$ cat config.mk
export PLATFORM = sky130hd
export DESIGN_NAME = fpm_dram_ctrl
export DESIGN_NICKNAME = d
export VERILOG_FILES = /design/src/rtl/fpm_pkg.sv /design/src/rtl/fpm_phase_timer.sv /design/src/rtl/fpm_row_tracker.sv /design/src/rtl/fpm_dram_ctrl.sv
export SDC_FILE = /design/constraint.sdc
export NUM_CORES = 1
export LEC_CHECK = 0
export BUFFER_PORTS_ARGS = -buffer_cell sky130_fd_sc_hd__clkbuf_2
export CAP_MARGIN = 20
export CORE_MARGIN = 4
export CORE_UTILIZATION = 50
export CTS_BUF_LIST = sky130_fd_sc_hd__clkbuf_16
export CTS_CLUSTER_SIZE = 28
export DETAILED_ROUTE_END_ITERATION = 7
export PLACE_DENSITY = 0.85
export SKIP_CTS_REPAIR_TIMING = 1
export SYNTH_ARGS = -nofsm -noshare
export SYNTH_HDL_FRONTEND = slang
export SYNTH_HIERARCHICAL = 1
export SYNTH_SLANG_ARGS = --single-unit
$ cat constraint.sdc
create_clock -name clk -period 3.63 [get_ports clk]
set_clock_uncertainty 0.15 [all_clocks]
set_input_delay 0 -clock clk [delete_from_list [all_inputs] [get_ports clk]]
set_output_delay 0 -clock clk [all_outputs]
set_load 0.01 [all_outputs]
$ cat src/rtl/fpm_pkg.sv
package fpm_pkg;

    typedef enum logic [2:0] {
        S_IDLE,
        S_ROWSET,
        S_RCD,
        S_COLSET,
        S_CAS,
        S_OPEN,
        S_PRE,
        S_REFGNT
    } fpm_state_e;

    function automatic int cdiv(input int num, input int den);
        return (num + den - 1) / den;
    endfunction

    function automatic int imax(input int a, input int b);
        return (a > b) ? a : b;
    endfunction

endpackage

$ cat src/rtl/fpm_phase_timer.sv
module fpm_phase_timer #(
    parameter int CNT_W = 2
) (
    input  logic             clk,
    input  logic             rst_n,
    input  logic             load_i,
    input  logic [CNT_W-1:0] val_i,
    output logic             zero_o
);
    logic [CNT_W-1:0] cnt_q;

    always_ff @(posedge clk or negedge rst_n) begin
        if (!rst_n)
            cnt_q <= '0;
        else if (load_i)
            cnt_q <= val_i;
        else if (cnt_q != '0)
            cnt_q <= cnt_q - 1'b1;
    end

    assign zero_o = (cnt_q == '0);

    p_cnt_moves_r5: assert property (@(posedge clk) disable iff (!rst_n)
        (!load_i && cnt_q != '0) |=> (cnt_q == $past(cnt_q) - 1'b1));

endmodule

$ cat src/rtl/fpm_row_tracker.sv
module fpm_row_tracker #(
    parameter int ROW_W        = 11,
    parameter int OPEN_MAX_CYC = 64
) (
    input  logic             clk,
    input  logic             rst_n,
    input  logic             open_i,
    input  logic             close_i,
    input  logic [ROW_W-1:0] row_i,
    output logic             hit_o,
    output logic             aged_o
);
    localparam int AGE_W = $clog2(OPEN_MAX_CYC + 1);

    logic             open_q;
    logic [ROW_W-1:0] row_q;
    logic [AGE_W-1:0] age_q;

    always_ff @(posedge clk or negedge rst_n) begin
        if (!rst_n) begin
            open_q <= 1'b0;
            row_q  <= '0;
            age_q  <= '0;
        end else if (open_i) begin
            open_q <= 1'b1;
            row_q  <= row_i;
            age_q  <= '0;
        end else if (close_i) begin
            open_q <= 1'b0;
            age_q  <= '0;
        end else if (open_q && !aged_o) begin
            age_q  <= age_q + 1'b1;
        end
    end

    assign hit_o  = open_q && (row_q == row_i);
    assign aged_o = open_q && (age_q >= AGE_W'(OPEN_MAX_CYC));

    p_age_bounded_r9: assert property (@(posedge clk) disable iff (!rst_n)
        age_q <= AGE_W'(OPEN_MAX_CYC));

endmodule

$ cat src/rtl/fpm_dram_ctrl.sv
module fpm_dram_ctrl #(
    parameter int CLK_NS       = 20,
    parameter int T_RCD_NS     = 20,
    parameter int T_RAC_NS     = 70,
    parameter int T_CAC_NS     = 20,
    parameter int T_AA_NS      = 35,
    parameter int T_CPA_NS     = 40,
    parameter int T_CAS_NS     = 20,
    parameter int T_RP_NS      = 50,
    parameter int OPEN_MAX_CYC = 64,
    parameter int ROW_W        = 11,
    parameter int COL_W        = 10,
    parameter int DATA_W       = 32,
    parameter int RAS_LINES    = 2
) (
    input  logic                    clk,
    input  logic                    rst_n,
    input  logic                    req_valid,
    output logic                    req_ready,
    input  logic                    req_write,
    input  logic [ROW_W+COL_W-1:0]  req_addr,
    input  logic [DATA_W-1:0]       req_wdata,
    input  logic [DATA_W/8-1:0]     req_be,
    output logic                    rd_valid,
    output logic [DATA_W-1:0]       rd_data,
    input  logic                    ref_req,
    output logic                    ref_gnt,
    output logic [ROW_W-1:0]        dram_addr,
    output logic [RAS_LINES-1:0]    dram_ras_n,
    output logic [DATA_W/8-1:0]     dram_cas_n,
    output logic                    dram_we_n,
    output logic [DATA_W-1:0]       dram_dq_out,
    output logic                    dram_dq_oe,
    input  logic [DATA_W-1:0]       dram_dq_in
);
    import fpm_pkg::*;

    localparam int ADDR_W  = ROW_W + COL_W;
    localparam int LANES   = DATA_W / 8;
    localparam int BANK_W  = $clog2(RAS_LINES);
    localparam int RCD_CYC = imax(1, cdiv(T_RCD_NS, CLK_NS));
    // strobe phase: covers access from column strobe, column address
    // (set one cycle earlier), row strobe and page precharge (>=2 cycles high)
    localparam int CAS_CYC = imax(1, imax(
                                 imax(cdiv(T_CAC_NS, CLK_NS), cdiv(T_AA_NS, CLK_NS) - 1),
                                 imax(cdiv(T_RAC_NS, CLK_NS) - RCD_CYC - 1,
                                      imax(cdiv(T_CAS_NS, CLK_NS), cdiv(T_CPA_NS, CLK_NS) - 2))));
    localparam int RP_CYC  = imax(1, cdiv(T_RP_NS, CLK_NS));
    localparam int TMR_MAX = imax(RCD_CYC, imax(CAS_CYC, RP_CYC));
    localparam int TMR_W   = imax(1, $clog2(TMR_MAX + 1));
    localparam int RAGE_W  = $clog2(OPEN_MAX_CYC + 4 * TMR_MAX + 8) + 1;

    fpm_state_e state_q, state_d;

    logic              q_write;
    logic [ADDR_W-1:0] q_addr;
    logic [DATA_W-1:0] q_wdata;
    logic [LANES-1:0]  q_be;
    logic [BANK_W-1:0] q_bank;

    logic             accept;
    logic             tmr_load, tmr_zero;
    logic [TMR_W-1:0] tmr_val;
    logic             row_hit, row_aged, ras_act;

    assign q_bank = q_addr[ADDR_W-1 -: BANK_W];
    assign accept = req_valid && req_ready;

    fpm_phase_timer #(.CNT_W(TMR_W)) u_timer (
        .clk    (clk),
        .rst_n  (rst_n),
        .load_i (tmr_load),
        .val_i  (tmr_val),
        .zero_o (tmr_zero)
    );

    fpm_row_tracker #(.ROW_W(ROW_W), .OPEN_MAX_CYC(OPEN_MAX_CYC)) u_rows (
        .clk     (clk),
        .rst_n   (rst_n),
        .open_i  (accept && state_q == S_IDLE),
        .close_i (state_d == S_PRE && state_q != S_PRE),
        .row_i   (req_addr[ADDR_W-1:COL_W]),
        .hit_o   (row_hit),
        .aged_o  (row_aged)
    );

    // state register
    always_ff @(posedge clk or negedge rst_n) begin
        if (!rst_n) state_q <= S_IDLE;
        else        state_q <= state_d;
    end

    // next state and phase timer loading
    always_comb begin
        state_d = state_q;
        unique case (state_q)
            S_IDLE:   if (ref_req)       state_d = S_REFGNT;
                      else if (accept)   state_d = S_ROWSET;
            S_ROWSET:                    state_d = S_RCD;
            S_RCD:    if (tmr_zero)      state_d = S_COLSET;
            S_COLSET:                    state_d = S_CAS;
            S_CAS:    if (tmr_zero)      state_d = S_OPEN;
            S_OPEN:   if (ref_req || row_aged)   state_d = S_PRE;
                      else if (accept)           state_d = S_COLSET;
                      else if (req_valid)        state_d = S_PRE;
            S_PRE:    if (tmr_zero)      state_d = S_IDLE;
            S_REFGNT: if (!ref_req)      state_d = S_IDLE;
        endcase
        tmr_load = (state_d != state_q);
        unique case (state_d)
            S_RCD:   tmr_val = TMR_W'(RCD_CYC - 1);
            S_CAS:   tmr_val = TMR_W'(CAS_CYC - 1);
            S_PRE:   tmr_val = TMR_W'(RP_CYC - 1);
            default: tmr_val = '0;
        endcase
    end

    // request latch and read capture
    always_ff @(posedge clk or negedge rst_n) begin
        if (!rst_n) begin
            q_write  <= 1'b0;
            q_addr   <= '0;
            q_wdata  <= '0;
            q_be     <= '0;
            rd_valid <= 1'b0;
            rd_data  <= '0;
        end else begin
            if (accept) begin
                q_write <= req_write;
                q_addr  <= req_addr;
                q_wdata <= req_wdata;
                q_be    <= req_be;
            end
            rd_valid <= (state_q == S_CAS) && tmr_zero && !q_write;
            if ((state_q == S_CAS) && tmr_zero && !q_write)
                rd_data <= dram_dq_in;
        end
    end

    // DRAM pin and handshake outputs
    always_comb begin
        req_ready   = 1'b0;
        ref_gnt     = 1'b0;
        ras_act     = 1'b0;
        dram_addr   = '0;
        dram_cas_n  = '1;
        dram_we_n   = 1'b1;
        dram_dq_oe  = 1'b0;
        dram_dq_out = q_wdata;
        unique case (state_q)
            S_IDLE:   req_ready = !ref_req;
            S_ROWSET: dram_addr = q_addr[ADDR_W-1:COL_W];
            S_RCD: begin
                ras_act   = 1'b1;
                dram_addr = q_addr[ADDR_W-1:COL_W];
            end
            S_COLSET, S_CAS: begin
                ras_act    = 1'b1;
                dram_addr  = ROW_W'(q_addr[COL_W-1:0]);
                dram_we_n  = !q_write;
                dram_dq_oe = q_write;
                if (state_q == S_CAS) dram_cas_n = ~q_be;
            end
            S_OPEN: begin
                ras_act   = 1'b1;
                dram_addr = ROW_W'(q_addr[COL_W-1:0]);
                req_ready = !ref_req && !row_aged && row_hit;
            end
            S_PRE:    ;
            S_REFGNT: ref_gnt = 1'b1;
        endcase
    end

    for (genvar b = 0; b < RAS_LINES; b++) begin : g_ras
        assign dram_ras_n[b] = !(ras_act && q_bank == BANK_W'(b));
    end

    // row-strobe low time monitor for the age bound
    logic [RAGE_W-1:0] ras_low_cnt;
    always_ff @(posedge clk or negedge rst_n) begin
        if (!rst_n)                ras_low_cnt <= '0;
        else if (&dram_ras_n)      ras_low_cnt <= '0;
        else                       ras_low_cnt <= ras_low_cnt + 1'b1;
    end

    p_one_bank_r1: assert property (@(posedge clk) disable iff (!rst_n)
        $onehot0(~dram_ras_n));
    p_oe_needs_we_r3: assert property (@(posedge clk) disable iff (!rst_n)
        dram_dq_oe |-> !dram_we_n);
    p_early_write_r3: assert property (@(posedge clk) disable iff (!rst_n)
        (!(&dram_cas_n) && $past(&dram_cas_n) && !dram_we_n)
            |-> ($past(!dram_we_n) && $past(dram_dq_oe)));
    p_read_we_high_r4: assert property (@(posedge clk) disable iff (!rst_n)
        (!(&dram_cas_n) && $past(&dram_cas_n) && dram_we_n) |-> $past(dram_we_n));
    p_rd_pulse_r4: assert property (@(posedge clk) disable iff (!rst_n)
        rd_valid |=> !rd_valid);
    p_cas_after_ras_r5: assert property (@(posedge clk) disable iff (!rst_n)
        !(&dram_cas_n) |-> ($past(!(&dram_ras_n)) && !(&dram_ras_n)));
    p_gnt_closed_r8: assert property (@(posedge clk) disable iff (!rst_n)
        ref_gnt |-> (&dram_ras_n));
    p_ref_blocks_r8: assert property (@(posedge clk) disable iff (!rst_n)
        ref_req |-> !req_ready);
    p_ras_age_r9: assert property (@(posedge clk) disable iff (!rst_n)
        ras_low_cnt <= RAGE_W'(OPEN_MAX_CYC + 2 * TMR_MAX + 4));
    p_single_txn_r11: assert property (@(posedge clk) disable iff (!rst_n)
        (req_valid && req_ready) |=> !req_ready);

endmodule

==> summary.md, run 1 <==
| Metric | Value |
|---|---|
| CTS tree | `yes` |
| Synth Flop Type | `dfrtp_1` |
| Clock-pin slew on the worst setup and hold paths | `approximately 0.050 ns` |
| Post-layout util | `0.7605` |
| Leakage | `approximately 3.8 nW` |
| Synth async-reset ratio | `1.000` |
| Worst Hold Path EP | `state_q[0]` |
| Worst slew pin tran | `approximately 0.9 ns` |
| Status | `finished, violations left` |
| First-pass GRT wire length | `roughly 20000 um` |
| R2r setup slk | `approximately 0.46 ns` |
| WHS | `-0.008766 ns` |
| Worst setup slack after layout | `0.4634 ns` |
| Clk buf depth | `2` |
| Final setup vio count | `0` |
| Cell count after synthesis | `approximately 400` |
| Worst flop-to-flop path endpoint | `u_rows/age_q[3]` |
| Tcrit/Tclk final | `0.8724` |
| Synth warnings | `6` |
| Critical Path RT | `about 3.8 ns` |
| Depth of the most critical reg-to-reg path | `6` |
| Core box area | `about 10000 um^2` |
| Initial DRC Count | `slightly below 200` |
| Cell with the most instances after synthesis | `dfrtp_1` |
| Critical Path Fanout Max | `26` |
| Setup crit start | `state_q[2]` |
| WP data arrival | `3.31 ns` |
| FF-to-FF Start | `state_q[2]` |
| Mapped cell area | `5241 um^2` |
| Grt total ovfl | `0` |
| Antenna Nets Post-Route | `0` |
| Worst Hold Launch | `req_valid` |
| Final Critical Period | `3.167 ns` |
| Area delta synth->final | `49.13%` |
| Syn Nets | `approximately 500` |
| Rel. slew slack | `0.3916` |
| CP max stage cell | `dfrtp_1` |
| Drt drc | `0` |
| # IOs | `between 150 and 200` |
| Avg Cell Area, Syn | `approximately 13 um^2` |
| VDD IR max | `around 0.53 mV` |
| Pre-CTS WS | `0.5937 ns` |
| Final GP Congestion | `0.8535` |
| Drt first pass iters | `4` |
| Synth area leader | `dfrtp_1` |
| GRT Total Usage | `0.2150` |
| Top-area cell type share of the netlist area | `0.5491` |
| Critical Setup Path Class | `reg -> reg` |
| Max H-tree Level | `4` |
| Initial Util | `0.5100` |
| Row cnt | `37` |
| Fmax | `approximately 0.32 GHz` |
| #FFs+latches synth | `115` |
| Wirelength per Cell | `about 20 um` |
| Hold Path Class | `in -> reg` |
| Final Slew Violations | `0` |
| Worst Hold Path Cells | `4` |
| Clock Sink Count | `about 120` |
| Max-cap violations | `0` |
| Vias/cell | `5.263` |
| Clock latency on the worst-skew pair | `a little over 0.4 ns` |
| Final Hold Vio Count | `1` |
| Total clock buffers created by CTS | `17` |
| Width of the die | `110.4 um` |
| Crit path cell chain | `inv_1, maj3_1, a21o_1, a2111oi_0, or2_2, a21oi_1` |
| Post-synth EDFFs | `0` |
| List of most frequent post-synthesis cells | `dfrtp_1 (115), mux2_2 (91), nand2_1 (21)` |
| Port bufs | `179` |
| Share of cells above drive strength 1 | `0.4891` |
| Pwr Density | `around 900 nW/um^2` |
| Initial antenna violation count | `0` |
| Die Y-Extent | `~110 um` |
| Startpoint types | `flip-flop` |
| RSZ-0062 raised after global routing | `false` |
| Synth cell types | `46` |
| Number of global-route vias before repair | `4116` |
| Post-route setup TNS | `0 ns` |
| Final WL | `16120 um` |
| Largest net degree at the start of global routing | `66` |
| CP peak stage delay | `about 0.85 ns` |
| Vias | `4342` |
| Nets | `slightly below 800` |
| Seq/Total Area, Yosys | `0.5491` |
| Final HPWL DP | `about 9300 um` |
| Root buf cell | `clkbuf_16` |
| Critical path endpoint category | `flip-flop` |
| Failing checks | `negative hold slack` |
| Top cells by area, synth | `dfrtp_1 (55%), mux2_2 (20%), mux2_4 (5.7%)` |
| Full die area | `~12000 um^2` |
## worst max-delay path: cells and delay by family (launching register included)
kind	cells	cell delay, ns
AOI/OAI and AO/OA	3	1.08
adders and majority gates	1	0.41
buffers and inverters	1	0.25
DFF	1	0.85
and+or+nand+nor	1	0.30
## through the flow
step                      instance area, um^2  power, mW  hold WS [ns]  cells
final                                    7816      6.837     -0.008766    825
after global routing                     7811      7.161     -0.002076    823
after CTS                                6900      6.666       -0.4453    732
after detailed placement                 6238      4.741     -0.005616    700
after global placement                   6238      4.578      -0.02129    700
after floorplan                          5241      3.831       -0.4456    401
## metal layers
metal / share of wire / GRT usage / routed length [um]
met2: 0.57 / 0.3791 / 9219
met4: 0.034 / 0.09763 / 543
met1: 0.35 / 0.2367 / 5613
met3: 0.046 / 0.06698 / 743
met5: 0 / 0 / 0
## placed cells by master (no fill, tap or decap), types with 4 or more instances in the layout
| cell type | synthesis | layout |
|---|---|---|
| mux2_2 | 91 | 91 |
| nor2_1 | 13 | 13 |
| o21ai_0 | 17 | 17 |
| buf_4 | 0 | 10 |
| nor3_1 | 7 | 7 |
| xor2_1 | 4 | 4 |
| bufinv_16 | 0 | 6 |
| nand3_1 | 5 | 5 |
| clkbuf_2 | 1 | 178 |
| a22oi_1 | 10 | 10 |
| mux2_4 | 20 | 20 |
| dlygate4sd3_1 | 0 | 91 |
| nand2_1 | 21 | 21 |
| nor2b_1 | 5 | 5 |
| clkbuf_16 | 0 | 17 |
| dfrtp_1 | 115 | 115 |
| clkinv_2 | 0 | 4 |
| nand4_1 | 4 | 4 |
| xnor2_1 | 11 | 11 |
| a21oi_1 | 4 | 4 |
| inv_1 | 11 | 11 |
## layout make-up
cell class | count | area, um^2
repair buffers | 279 | 1877
diodes | 2 | 5.005
fillers | 638 | 2461
clock inverters | 15 | 236.5
multi-input cells | 250 | 2183
clock buffers | 17 | 425.4
flip-flops and latches | 115 | 2878
well taps | 136 | 170.2
inverters | 11 | 41.29
## state kept, by name (all words and copies together), names as in the netlist
name,cells
rd_valid,1
state_q,3
u_rows/open_q,1
u_rows/row_q,11
q_addr,21
dram_dq_out,32
u_timer/cnt_q,2
q_write,1
q_be,4
u_rows/age_q,7
rd_data,32
## cells by family after synthesis
family	share of synthesized area
AO/OA/AOI/OAI	0.05228
XOR/XNOR	0.02506
adder cells (fa/ha/maj)	0.006683
buffers and inverters	0.03437
flip-flops	0.5491
multiplexers	0.2566
AND/OR/NAND/NOR	0.07591
## worst max path at each step
| stage | to | depth (start not counted) |
|---|---|---|
| 5_1_grt | u_rows/age_q[3] | 6 |
| 2_1_floorplan | u_rows/age_q[0] | 9 |
| 3_3_place_gp | u_rows/age_q[5] | 6 |
| 4_1_cts | u_rows/age_q[4] | 6 |
| 6_report | u_rows/age_q[3] | 6 |
| 3_5_place_dp | u_rows/age_q[4] | 6 |
## power by group
| part | internal (mW) | switching (mW) | leakage [nW] |
|---|---|---|---|
| Clock | 1.28 | 0.613 | 0.320 |
| Sequential | 1.90 | 0.523 | 1.41 |
| Combinational | 1.32 | 1.20 | 2.11 |
| Total | 4.50 | 2.34 | 3.84 |
No activity file was read; power rests on OpenSTA's default activity.
==> run 2, diff against run 1 <==
--- a/config.mk
+++ b/config.mk
@@ -12,7 +12,7 @@
 export CTS_BUF_LIST = sky130_fd_sc_hd__clkbuf_16
 export CTS_CLUSTER_SIZE = 28
 export DETAILED_ROUTE_END_ITERATION = 7
-export PLACE_DENSITY = 0.85
+export PLACE_DENSITY = 0.78
 export SKIP_CTS_REPAIR_TIMING = 1
 export SYNTH_ARGS = -nofsm -noshare
 export SYNTH_HDL_FRONTEND = slang
==> run 2 against run 1 <==
Against the previous run: the flow still finishes with violations (negative hold slack); die area unchanged; sequential power is essentially flat; sequential cell count unchanged; count of clock-buffer cells in the layout unchanged; via count down 2.7%; utilization decreased by 1.2 points.
==> summary.md, run 2 (same netlist as run 1, synthesis figures left out) <==
| Metric | Value |
|---|---|
| Pwr Density | `between 800 and 900 nW/um^2` |
| Final HPWL DP | `between 8000 and 9000 um` |
| Net Sw Power | `approximately 2.3 mW` |
| Total clock buffers created by CTS | `17` |
| Final setup vio count | `0` |
| Grt total ovfl | `0` |
| Critical Path Fanout Max | `26` |
| Status | `finished, violations left` |
| Number of global-route vias before repair | `approximately 3900` |
| Area delta synth->final | `46.79%` |
| Register share of total power | `0.377` |
| Width of the die | `around 110 um` |
| Critical Path RT | `between 3 and 4 ns` |
| Setup crit start | `state_q[2]` |
| Core box area | `10280 um^2` |
| Max H-tree Level | `4` |
| Initial antenna violation count | `0` |
| RSZ-0062 raised after global routing | `false` |
| # IOs | `180` |
| Failing checks | `negative hold slack` |
| Port bufs | `approximately 180` |
| Pre-CTS WS | `around 0.72 ns` |
| First-pass GRT wire length | `19220 um` |
| Critical Setup Path Class | `reg -> reg` |
| Nets | `a little under 800` |
| Final Hold Vio Count | `1` |
| Final WL | `roughly 15000 um` |
| Worst Hold Launch | `ref_req` |
| Antenna Nets Post-Route | `0` |
| Final GP Congestion | `approximately 0.85` |
| Clock-pin slew on the worst setup and hold paths | `about 0.060 ns` |
| Clk buf depth | `2` |
| Row cnt | `37` |
| Final Slew Violations | `0` |
| Worst setup slack after layout | `0.6158 ns` |
| Comb pwr share | `0.390` |
| Sw Ratio | `0.3553` |
| CTS tree | `yes` |
| Commonest cells after routing, fill and taps aside | `clkbuf_2 (178), dfrtp_1 (115), dlygate4sd3_1 (92), mux2_2 (91), nand2_1 (21)` |
| Cell-internal power | `around 4.1 mW` |
| Initial Util | `0.5100` |
| Vias/cell | `roughly 5.1` |
| Depth of the most critical reg-to-reg path | `6` |
| Largest net degree at the start of global routing | `65` |
| Most common cell after layout, fill and taps aside | `clkbuf_2` |
| Drt drc | `0` |
| Final Critical Period | `about 3 ns` |
| Die Y-Extent | `110.4 um` |
| Max-cap violations | `0` |
| VDD IR max | `roughly 0.50 mV` |
| Vias | `between 4000 and 5000` |
| Rel. slew slack | `0.4158` |
| Worst flop-to-flop path endpoint | `u_rows/age_q[1]` |
| Drt first pass iters | `4` |
| Wirelength per Cell | `~18 um` |
| Worst slew pin tran | `between 0.8 and 0.9 ns` |
| Clock Sink Count | `115` |
| FF-to-FF Start | `state_q[2]` |
| Full die area | `between 10000 and 15000 um^2` |
| R2r setup slk | `just over 0.6 ns` |
| Fmax | `about 0.33 GHz` |
| GRT Total Usage | `0.2077` |
| WP data arrival | `~3.2 ns` |
| WHS | `-0.02243 ns` |
| Setup crit end | `u_rows/age_q[1]` |
| Leakage | `roughly 3.8 nW` |
| Critical path endpoint category | `flip-flop` |
| Share of cells above drive strength 1 | `0.4854` |
| Clock group share of total power | `0.234` |
| Root buf cell | `clkbuf_16` |
| Startpoint types | `flip-flop` |
| Hold Path Class | `in -> reg` |
| Clock latency on the worst-skew pair | `roughly 0.41 ns` |
| Initial DRC Count | `approximately 220` |
| Tcrit/Tclk final | `0.8304` |
| Post-route setup TNS | `0 ns` |
[run 2: layer usage]
metal  GRT usage  wire, um  part of all wire  vias up
met4     0.08004       248             0.017        0
met2      0.3497      8292              0.57      138
met1      0.2514      5464              0.37     2098
met3     0.06174       643             0.044       20
met5           0         0                 0        -
li1            -         -                 -     1969
[run 2: worst max-delay path, stage by stage, from the launching register on]
cell,delay [ns]
dfrtp_1,0.80
inv_1,0.26
maj3_1,0.43
a21o_1,0.23
a2111oi_0,0.66
or2_2,0.30
nor2_1,0.07
[run 2: per-stage QoR]
stage / power, mW / hold slack [ns] / area (um^2) / std cells / utilization
final: 6.340 / -0.02243 / 7694 / 823 / 0.7486
after global routing: 6.726 / 0.007122 / 7691 / 822 / 0.7484
after CTS: 6.222 / -0.4330 / 6770 / 730 / 0.6588
after detailed placement: 4.704 / 0.001946 / 6236 / 698 / 0.6068
after global placement: 4.583 / -0.008729 / 6236 / 698 / 0.6068
after floorplan: 3.831 / -0.4456 / 5241 / 401 / -
[run 2: cell type report]
| class | count | area (um^2) |
|---|---|---|
| diodes | 1 | 2.502 |
| clock buffers | 17 | 425.4 |
| clock inverters | 15 | 108.9 |
| fillers | 669 | 2584 |
| inverters | 11 | 41.29 |
| multi-input cells | 250 | 2183 |
| flip-flops and latches | 115 | 2878 |
| well taps | 136 | 170.2 |
| repair buffers | 278 | 1884 |
[run 2: worst min path at each step]
stage                       to  slack (ns)  cells past startpoint
2_1_floorplan   dram_dq_out[0]       -0.45                      0
3_3_place_gp        q_addr[20]      -0.009                      1
3_5_place_dp        state_q[2]       0.002                      1
4_1_cts        u_rows/age_q[2]       -0.43                      1
5_1_grt             state_q[1]       0.007                      4
6_report            state_q[1]       -0.02                      4
[run 2: power by group through the flow]
stage,Sequential [mW],Combinational [mW],Clock [mW]
after detailed placement,2.37,2.34,0
after global routing,2.46,2.69,1.57
after CTS,2.36,2.36,1.50
after floorplan,2.38,1.45,0
after global placement,2.32,2.27,0
final,2.39,2.47,1.48
